===== src/rtl/pts_pkg.sv =====
package pts_pkg;

  typedef enum logic [1:0] {
    ST_IDLE   = 2'd0,
    ST_SEARCH = 2'd1,
    ST_DONE   = 2'd2
  } tune_state_e;

  typedef enum logic {
    ORD_LINEAR = 1'b0,
    ORD_BINARY = 1'b1
  } search_order_e;

endpackage


===== src/rtl/pts_sync.sv =====
module pts_sync #(
  parameter int N      = 2,
  parameter int STAGES = 2
) (
  input  logic         clk,
  input  logic         rst_n,
  input  logic [N-1:0] din,
  output logic [N-1:0] dout
);

  genvar gi;
  generate
    for (gi = 0; gi < N; gi++) begin : g_bit
      logic [STAGES-1:0] chain;
      always_ff @(posedge clk or negedge rst_n) begin
        if (!rst_n) chain <= '0;
        else        chain <= {chain[STAGES-2:0], din[gi]};
      end
      assign dout[gi] = chain[STAGES-1];
    end
  endgenerate

endmodule


===== src/rtl/pts_step_div.sv =====
module pts_step_div #(
  parameter int DIV_LOG2 = 3
) (
  input  logic clk,
  input  logic rst_n,
  input  logic restart,
  input  logic sns_s,
  output logic sns_rise,
  output logic step
);

  localparam logic [DIV_LOG2-1:0] CNT_LAST = '1;

  logic                sns_d;
  logic [DIV_LOG2-1:0] rise_cnt;

  assign sns_rise = sns_s & ~sns_d;
  assign step     = sns_rise && (rise_cnt == CNT_LAST);

  always_ff @(posedge clk or negedge rst_n) begin
    if (!rst_n) begin
      sns_d    <= 1'b0;
      rise_cnt <= '0;
    end else begin
      sns_d <= sns_s;
      if (restart)       rise_cnt <= '0;
      else if (sns_rise) rise_cnt <= rise_cnt + 1'b1;
    end
  end

endmodule


===== src/rtl/pts_phase_flag.sv =====
module pts_phase_flag (
  input  logic clk,
  input  logic rst_n,
  input  logic restart,
  input  logic step,
  input  logic ref_s,
  output logic decide,
  output logic lead
);

  always_ff @(posedge clk or negedge rst_n) begin
    if (!rst_n) begin
      decide <= 1'b0;
      lead   <= 1'b0;
    end else if (restart) begin
      decide <= 1'b0;
    end else begin
      decide <= step;
      if (step) lead <= ref_s;
    end
  end

endmodule


===== src/rtl/pts_search_ctrl.sv =====
module pts_search_ctrl
  import pts_pkg::*;
#(
  parameter int CODE_W = 8
) (
  input  logic              clk,
  input  logic              rst_n,
  input  logic              start,
  input  logic              bin_sel,
  input  logic              decide,
  input  logic              lead,
  output logic [CODE_W-1:0] code,
  output logic              done,
  output logic              overflow,
  output logic              searching,
  output logic              bin_mode
);

  localparam logic [CODE_W-1:0] CODE_MAX = '1;
  localparam logic [CODE_W-1:0] CODE_ONE = {{(CODE_W-1){1'b0}}, 1'b1};
  localparam logic [CODE_W-1:0] CODE_MSB = CODE_ONE << (CODE_W-1);

  tune_state_e       state;
  search_order_e     order;
  logic [CODE_W-1:0] trial_bit;
  logic [CODE_W-1:0] resolved;

  function automatic logic [CODE_W-1:0] lin_next(input logic [CODE_W-1:0] c);
    return c + CODE_ONE;
  endfunction

  function automatic logic [CODE_W-1:0] bin_resolve(input logic [CODE_W-1:0] c,
                                                     input logic [CODE_W-1:0] bitmask,
                                                     input logic              keep);
    return keep ? c : (c & ~bitmask);
  endfunction

  function automatic logic [CODE_W-1:0] start_code(input logic binary);
    return binary ? CODE_MSB : '0;
  endfunction

  assign resolved  = bin_resolve(code, trial_bit, lead);
  assign searching = (state == ST_SEARCH);
  assign done      = (state == ST_DONE);
  assign bin_mode  = (order == ORD_BINARY);

  always_ff @(posedge clk or negedge rst_n) begin
    if (!rst_n) begin
      state     <= ST_IDLE;
      order     <= ORD_LINEAR;
      code      <= '0;
      trial_bit <= '0;
      overflow  <= 1'b0;
    end else if (start) begin
      state     <= ST_SEARCH;
      order     <= bin_sel ? ORD_BINARY : ORD_LINEAR;
      code      <= start_code(bin_sel);
      trial_bit <= CODE_MSB;
      overflow  <= 1'b0;
    end else if (searching && decide) begin
      if (order == ORD_LINEAR) begin
        if (!lead) begin
          state <= ST_DONE;
        end else if (code == CODE_MAX) begin
          overflow <= 1'b1;
          state    <= ST_DONE;
        end else begin
          code <= lin_next(code);
        end
      end else begin
        if (trial_bit[0]) begin
          code     <= resolved;
          overflow <= (resolved == CODE_MAX);
          state    <= ST_DONE;
        end else begin
          code      <= resolved | (trial_bit >> 1);
          trial_bit <= trial_bit >> 1;
        end
      end
    end
  end

endmodule


===== src/rtl/phase_tune_search.sv =====
module phase_tune_search #(
  parameter int CODE_W      = 8,
  parameter int DIV_LOG2    = 3,
  parameter int SYNC_STAGES = 2
) (
  input  logic              clk,
  input  logic              rst_n,
  input  logic              start,
  input  logic              bin_sel,
  input  logic              ref_sq,
  input  logic              sns_sq,
  output logic [CODE_W-1:0] code,
  output logic              done,
  output logic              overflow
);

  logic [1:0] raw_w;
  logic [1:0] sync_w;
  logic       ref_s_w;
  logic       sns_s_w;
  logic       sns_rise_w;
  logic       step_w;
  logic       decide_w;
  logic       lead_w;
  logic       searching_w;
  logic       bin_mode_w;

  assign raw_w   = {sns_sq, ref_sq};
  assign ref_s_w = sync_w[0];
  assign sns_s_w = sync_w[1];

  pts_sync #(.N(2), .STAGES(SYNC_STAGES)) u_sync (
    .clk  (clk),
    .rst_n(rst_n),
    .din  (raw_w),
    .dout (sync_w)
  );

  pts_step_div #(.DIV_LOG2(DIV_LOG2)) u_div (
    .clk     (clk),
    .rst_n   (rst_n),
    .restart (start),
    .sns_s   (sns_s_w),
    .sns_rise(sns_rise_w),
    .step    (step_w)
  );

  pts_phase_flag u_flag (
    .clk    (clk),
    .rst_n  (rst_n),
    .restart(start),
    .step   (step_w),
    .ref_s  (ref_s_w),
    .decide (decide_w),
    .lead   (lead_w)
  );

  pts_search_ctrl #(.CODE_W(CODE_W)) u_ctrl (
    .clk      (clk),
    .rst_n    (rst_n),
    .start    (start),
    .bin_sel  (bin_sel),
    .decide   (decide_w),
    .lead     (lead_w),
    .code     (code),
    .done     (done),
    .overflow (overflow),
    .searching(searching_w),
    .bin_mode (bin_mode_w)
  );

endmodule


===== config.mk =====
export PLATFORM = sky130hd
export DESIGN_NAME = phase_tune_search
export DESIGN_NICKNAME = d
export VERILOG_FILES = /design/src/rtl/pts_pkg.sv /design/src/rtl/pts_sync.sv /design/src/rtl/pts_step_div.sv /design/src/rtl/pts_phase_flag.sv /design/src/rtl/pts_search_ctrl.sv /design/src/rtl/phase_tune_search.sv
export SDC_FILE = /design/constraint.sdc
export NUM_CORES = 1
export LEC_CHECK = 0
export ABC_AREA = 1
export ABC_CLOCK_PERIOD_IN_PS = 3810
export CAP_MARGIN = 40
export CORE_ASPECT_RATIO = 1.5
export CORE_MARGIN = 3
export CORE_UTILIZATION = 52
export CTS_CLUSTER_SIZE = 16
export DETAILED_ROUTE_END_ITERATION = 10
export PLACE_DENSITY = 0.8
export SYNTH_ARGS = -nofsm -noshare
export SYNTH_HDL_FRONTEND = slang
export SYNTH_SLANG_ARGS = --single-unit
export TNS_END_PERCENT = 5

===== constraint.sdc =====
create_clock -name clk -period 3.81 [get_ports clk]
set_input_delay 0.5715 -clock clk [delete_from_list [all_inputs] [get_ports clk]]
set_output_delay 0.5715 -clock clk [all_outputs]
set_load 0.02 [all_outputs]

==> results of run 1 <==
-- flip-flops by register name, summed over array words and instances, names as in the netlist --
signal,cells
u_ctrl.state,2
u_div.rise_cnt,3
u_div.sns_d,1
u_flag.decide,1
u_ctrl.trial_bit,8
u_ctrl.overflow,1
u_ctrl.code,8
u_ctrl.bin_mode,1
u_flag.lead,1
u_sync.g_bit.chain,4
-- worst max-delay path by stage --
stage                          endpoint  cells after the start      startpoint
detailed placement  u_ctrl.trial_bit[7]                      6           start
CTS                 u_ctrl.trial_bit[3]                      6           start
floorplan                u_ctrl.code[2]                      8  u_ctrl.code[0]
global placement    u_ctrl.trial_bit[3]                      6           start
global route        u_ctrl.trial_bit[3]                      6           start
finish              u_ctrl.trial_bit[3]                      6           start
-- stage by stage --
step | power [W] | setup slack, ns | utilization [%] | hold WS [ns]
final | 0.0007773 | 1.633 | 64.96 | 0.3628
after global routing | 0.0008199 | 1.500 | 64.96 | 0.3756
after CTS | 0.0007858 | 1.653 | 64.96 | 0.3642
after detailed placement | 0.0005154 | 1.354 | 61.79 | 0.3425
after global placement | 0.0005128 | 1.401 | 61.79 | 0.3456
after floorplan | 0.0004613 | 2.354 | - | 0.2759
-- logic make-up (layout without fill, tap and decap cells) --
logic type,Yosys count,in the layout
DFF,30,30
buffers and inverters,30,49
xor gates and xnor gates,2,2
adders and majority gates,3,3
and+or+nand+nor,117,117
AOI/OAI and AO/OA,39,39
-- routing by layer --
layer | vias to the layer above | GRT usage [%]
li1 | 741 | -
met1 | 666 | 24.97
met2 | 51 | 36.33
met3 | 12 | 5.088
met4 | 0 | 14.20
met5 | - | 0
-- synth_stat cells (all sizes together), types with 2 or more instances --
library cell | count | share of area, %
nand2 | 72 | 16
dfrtp | 30 | 44
nor2 | 26 | 6.7
inv | 25 | 5.8
o21ai | 23 | 7.5
nand3 | 15 | 6.5
a21oi | 13 | 4.3
buf | 5 | 2.6
ha | 3 | 2.2
a21boi | 2 | 0.89
nand4 | 2 | 0.74
xor2 | 2 | 1.0
-- worst max-delay path: cells and delay by family --
family / cells / cell delay (ns)
AO/OA/AOI/OAI: 2 / 0.36
buffers and inverters: 2 / 1.10
AND/OR/NAND/NOR: 2 / 0.29
-- cell type report --
| class | instances | area (um2) | share of cell area [%] |
|---|---|---|---|
| Multi-Input combinational cell | 161 | 799.5 | 40.99 |
| Sequential cell | 30 | 750.7 | 38.49 |
| Timing Repair Buffer | 16 | 157.7 | 8.082 |
| Inverter | 25 | 98.84 | 5.067 |
| Clock buffer | 6 | 82.58 | 4.233 |
| Tap cell | 39 | 48.80 | 2.502 |
| Clock inverter | 2 | 12.51 | 0.6414 |
-- power by group through the flow --
stage          logic [W]  registers (W)  clock network, W
6_report        0.000146       0.000364          0.000267
5_1_grt         0.000165       0.000367          0.000288
4_1_cts         0.000147       0.000364          0.000275
3_5_place_dp    0.000146       0.000369                 0
3_3_place_gp    0.000144       0.000369                 0
2_1_floorplan  0.0000836       0.000378                 0
==> impl_metrics.tcl, run 1 <==
set metrics [dict create \
    max_stage_delay_ns 0.83 \
    skew_ns 0.009540 \
    grt_pass1_wl_um 6285 \
    wl_met3_um 226 \
    min_period_ns 2.177 \
    p_switching_w 0.0002340 \
    drt_iter0_drc 48 \
    place.gp.congestion 0.9105 \
    drt_first_pass_iters 4 \
    synthDistinctLibCells 26 \
    cts-root-buf "clkbuf_8" \
    fin_cells 279 \
    dpl-instance-area_um2 1856 \
    setup_viol 0 \
    highest_layer "met4" \
    worst_pin_slew_ns 0.5706 \
    final_cell_mix "nand2_1, dfrtp_1, nor2_1" \
    p_int_w 0.0005432 \
    synth_xor_area_share_pct 1.035 \
    synth_adder_area_share_pct 2.217 \
    drv_slew 0 \
    postCtsResizedCells 0 \
    grt_pass1_vias 1461 \
    tritoncts "done" \
    drive_above_1_share_pct 13.33 \
    fin_crit_sh_pct 57.14 \
    synth-seq-cells 30 \
    io_pins 16 \
    vdd_drop_max_v 0.0002905 \
    wl_met1_um 1514 \
    clkLatencyLatePin_ns 0.28 \
    path_cells "clkdlybuf4s50_1 -> inv_2 -> nand2_2 -> nand2_1 -> o21ai_1 -> o21ai_0" \
    r2r_cells 8 \
    cts.sinks 30 \
    cp_slowest_cell "clkdlybuf4s50_1" \
    path_class "input pin to register" \
    fmaxAchievable_mhz 459.3 \
    critPathArrivalTime_ns 2.33 \
    placed_cells 271 \
    htreeDepth 2 \
    startpoint_type "input pin" \
    dp_hpwl_um 2705 \
    regToRegSetupSlack_ns 2.30 \
    clock_path_buffers 2 \
    synthSimpleGateAreaFrac_pct 30.97 \
    cp.required_ns 3.97 \
    r2r_start "u_ctrl.code[0]" \
    synth_edf_count 0 \
    antenna_left 0 \
    maxCapViolCount 0 \
    min_path_type "register to register" \
    r2r_end "u_ctrl.code[2]" \
    endpoint_kind "register" \
    port_buffers 15 \
    synth-compound-area-share_pct 13.01 \
    met2_length_um 1916 \
    hold_depth 0 \
    vias 1470 \
    initial_utilization_pct 56.38 \
    synth-main-ff-cell "dfrtp_1" \
    wirelength_um 3772 \
    syn_area_um2 1693 \
    syn_avg_cell_area_um2 7.660 \
    ys.warnings.count 0 \
    cellLeakagePower_nw 0.9125 \
    viasPerCell 5.269 \
    areaGrowthSynthToFinish_pct 15.23 \
    drc_errors 0 \
    grt_start_max_net_pins 31 \
    cts_inserted_buffers 5 \
    fill_cells 260 \
    hold_start "u_sync.g_bit[1].chain[0]" \
    rows 24 \
    synth_mux_area_share_pct 0 \
    track_usage_pct 21.91 \
    synthArstFlopShare_pct 100.0 \
    grt_overflow 0 \
    seq_area_frac_synth_pct 44.35 \
    seq_power_share_pct 46.9 \
    die_w_um 52.59 \
    pwr-share-clk_pct 34.3 \
    hold_violations 0 \
    dieArea_um2 3990 \
    crit_fanout 15 \
    synth_top_family_by_area "simple AND/OR/NAND/NOR gates" \
    hold_buffers 0 \
    status "finished, final reports clean" \
    final_area_um2 1951 \
    syn-num-nets 230 \
    rsz0062_at_grt "false" \
    powerDensity_nw_per_um2 398.5 \
    layout_commonest_cell "nand2_1" \
    combPwrFrac_pct 18.8 \
    power.share.switching_pct 30.11 \
    cts_setup_buffers 0 \
    antenna_found_initial 0 \
    final.setup.tns_ns 0 \
    die_y_um 75.88 \
    whs_endpoint "u_sync.g_bit[1].chain[1]" \
    synthCells 221 \
    slew_headroom_pct 61.84 \
    wl_per_cell_um 13.52 \
    coreArea_um2 3003 \
    n_antenna_cell 0 \
    layout.nets 248 \
    clk_pin_slew_worst_paths_ns 0.07 \
]
(Power assumes the default switching activity.)
==> run 2, diff against run 1 <==
--- a/config.mk
+++ b/config.mk
@@ -6,14 +6,14 @@
 export NUM_CORES = 1
 export LEC_CHECK = 0
 export ABC_AREA = 1
-export ABC_CLOCK_PERIOD_IN_PS = 3810
+export ABC_CLOCK_PERIOD_IN_PS = 2000
 export CAP_MARGIN = 40
 export CORE_ASPECT_RATIO = 1.5
 export CORE_MARGIN = 3
-export CORE_UTILIZATION = 52
+export CORE_UTILIZATION = 51
 export CTS_CLUSTER_SIZE = 16
 export DETAILED_ROUTE_END_ITERATION = 10
-export PLACE_DENSITY = 0.8
+export PLACE_DENSITY = 0.82
 export SYNTH_ARGS = -nofsm -noshare
 export SYNTH_HDL_FRONTEND = slang
 export SYNTH_SLANG_ARGS = --single-unit
==> constraint.sdc (replaced) <==
create_clock -name clk -period 2 [get_ports clk]
set_input_delay 0.3 -clock clk [delete_from_list [all_inputs] [get_ports clk]]
set_output_delay 0.3 -clock clk [all_outputs]
set_load 0.02 [all_outputs]
==> run 2 against run 1 <==
Net effect:
- sequential cell count stayed put
- register-to-register slack worse by 1.9 ns
- cell count is 1.1% higher
- clock-buffer cell count stayed put
- via count is 4.3% higher
- global-route usage is 1.6 points higher
- clock power is 94% higher
- worst hold slack worse by 0.0022 ns
- power is 92% higher
- die area is 1.8% higher
- sequential share of layout area is 0.32 points lower
- critical endpoint is now code[0]
==> impl_metrics.tcl, run 2 (synthesis results as in run 1) <==
set metrics [dict create \
    drv_slew 0 \
    combPwrFrac_pct 18.9 \
    top_regs "u_ctrl.code: 8 flops, u_ctrl.trial_bit: 8 flops, u_sync.g_bit.chain: 4 flops" \
    final.setup.tns_ns 0 \
    p_int_w 0.001038 \
    power.share.switching_pct 30.55 \
    fill_cells 285 \
    grt_overflow 0 \
    setup_viol 0 \
    drt_iter0_drc 102 \
    min_period_ns 1.721 \
    clock_path_buffers 2 \
    crit_fanout 7 \
    fmaxAchievable_mhz 581.2 \
    final_cell_mix "nand2_1, dfrtp_1, nor2_1" \
    port_buffers 15 \
    fin_cells 282 \
    cts_inserted_buffers 5 \
    die_y_um 76.56 \
    status "finished, final reports clean" \
    wirelength_um 3966 \
    grt_pass1_wl_um 6982 \
    io_pins 16 \
    startpoint_type "register" \
    drt_first_pass_iters 4 \
    coreArea_um2 3159 \
    track_usage_pct 23.46 \
    hold_violations 0 \
    cp.required_ns 1.70 \
    path_class "register to output port" \
    maxCapViolCount 0 \
    max_stage_delay_ns 0.65 \
    cp_top_family "buffers and inverters" \
    fin_crit_sh_pct 86.03 \
    grt_start_max_net_pins 31 \
    seq_power_share_pct 46.5 \
    powerDensity_nw_per_um2 759.6 \
    areaGrowthSynthToFinish_pct 16.19 \
    path_cells "clkdlybuf4s50_1" \
    drc_errors 0 \
    min_path_type "register to register" \
    layout.nets 250 \
    die_w_um 53.04 \
    layout_commonest_cell "nand2_1" \
    dp_hpwl_um 2759 \
    initial_utilization_pct 53.58 \
    p_switching_w 0.0004565 \
    cts-root-buf "clkbuf_8" \
    placed_cells 274 \
    grt_pass1_vias 1550 \
    skew_ns 0.01276 \
    postCtsResizedCells 0 \
    cp_slowest_cell "clkdlybuf4s50_1" \
    cts_setup_buffers 0 \
    rows 25 \
    multiInputGateArea_um2 799.5 \
    vdd_drop_max_v 0.0006523 \
    htreeDepth 2 \
    seqCellArea_um2 750.7 \
    wl_per_cell_um 14.06 \
    dieArea_um2 4061 \
    cp.buffers_inverters 1 \
    utilization_pct 62.26 \
    viasPerCell 5.436 \
    worst_pin_slew_ns 0.3938 \
    antenna_left 0 \
    p_total_w 0.001494 \
    cts.sinks 30 \
    vias 1533 \
    rsz0062_at_grt "false" \
    n_antenna_cell 0 \
    clkLatencyLatePin_ns 0.30 \
    drive_above_1_share_pct 14.05 \
    clk_pin_slew_worst_paths_ns 0.07 \
    pwr-share-clk_pct 34.6 \
    endpoint_kind "output port" \
    tritoncts "done" \
    antenna_found_initial 0 \
    critPathArrivalTime_ns 1.42 \
    cellLeakagePower_nw 0.9221 \
    hold_buffers 0 \
    place.gp.congestion 0.8799 \
    slew_headroom_pct 73.75 \
]
==> run 2: cell types whose count changed in the layout (fill, tap and decap cells not counted) <==
cell,before,now
buf_4,1,3
==> run 2: metrics by stage <==
stage	hold slack (ns)	setup WS, ns	area (um2)
after CTS	0.3638	0.2613	1967
after floorplan	0.004409	0.5444	1693
after global routing	0.3751	0.2111	1967
final	0.3606	0.2793	1967
after detailed placement	0.3378	0.2540	1872
after global placement	0.3357	0.3133	1872
==> run 2: final timing paths <==
check                      slack, ns                      from  depth (start not counted)                        to
max in group asynchronous       1.31                     rst_n                          2       u_ctrl.trial_bit[4]
min                             0.36  u_sync.g_bit[1].chain[0]                          0  u_sync.g_bit[1].chain[1]
max                             0.28            u_ctrl.code[0]                          1                   code[0]
max reg2reg                     0.41            u_ctrl.code[0]                          8            u_ctrl.code[5]
min reg2reg                     0.36  u_sync.g_bit[1].chain[0]                          0  u_sync.g_bit[1].chain[1]
min in group asynchronous       0.38                     rst_n                          2            u_ctrl.code[4]
==> run 2: power groups by stage <==
stage                     Combinational [W]  Sequential (W)  Clock, W
after global routing               0.000317        0.000701  0.000550
after CTS                          0.000283        0.000693  0.000530
final                              0.000282        0.000694  0.000518
after global placement             0.000277        0.000704         0
after detailed placement           0.000281        0.000704         0
after floorplan                    0.000159        0.000720         0
==> run 2: layer usage <==
metal | global-route usage, % | wire (um)
met1 | 26.63 | 1506
met2 | 38.06 | 2081
met3 | 5.675 | 213
met4 | 14.32 | 165
met5 | 0 | 0
==> run 2: area by class of cell <==
cell class	count	share of cell area [%]
clock buffers	6	4.198
clock inverters	2	0.6361
inverters	25	5.025
multi-input cells	161	40.65
flip-flops and latches	30	38.17
well taps	40	2.545
repair buffers	18	8.779
==> run 3, diff against run 2 <==
--- a/config.mk
+++ b/config.mk
@@ -13,6 +13,7 @@
 export CORE_UTILIZATION = 51
 export CTS_CLUSTER_SIZE = 16
 export DETAILED_ROUTE_END_ITERATION = 10
+export HOLD_SLACK_MARGIN = 0.15
 export PLACE_DENSITY = 0.82
 export SYNTH_ARGS = -nofsm -noshare
 export SYNTH_HDL_FRONTEND = slang
==> results of run 3 <==
No change in the layout: final DEF, timing and power equal those of run 2.
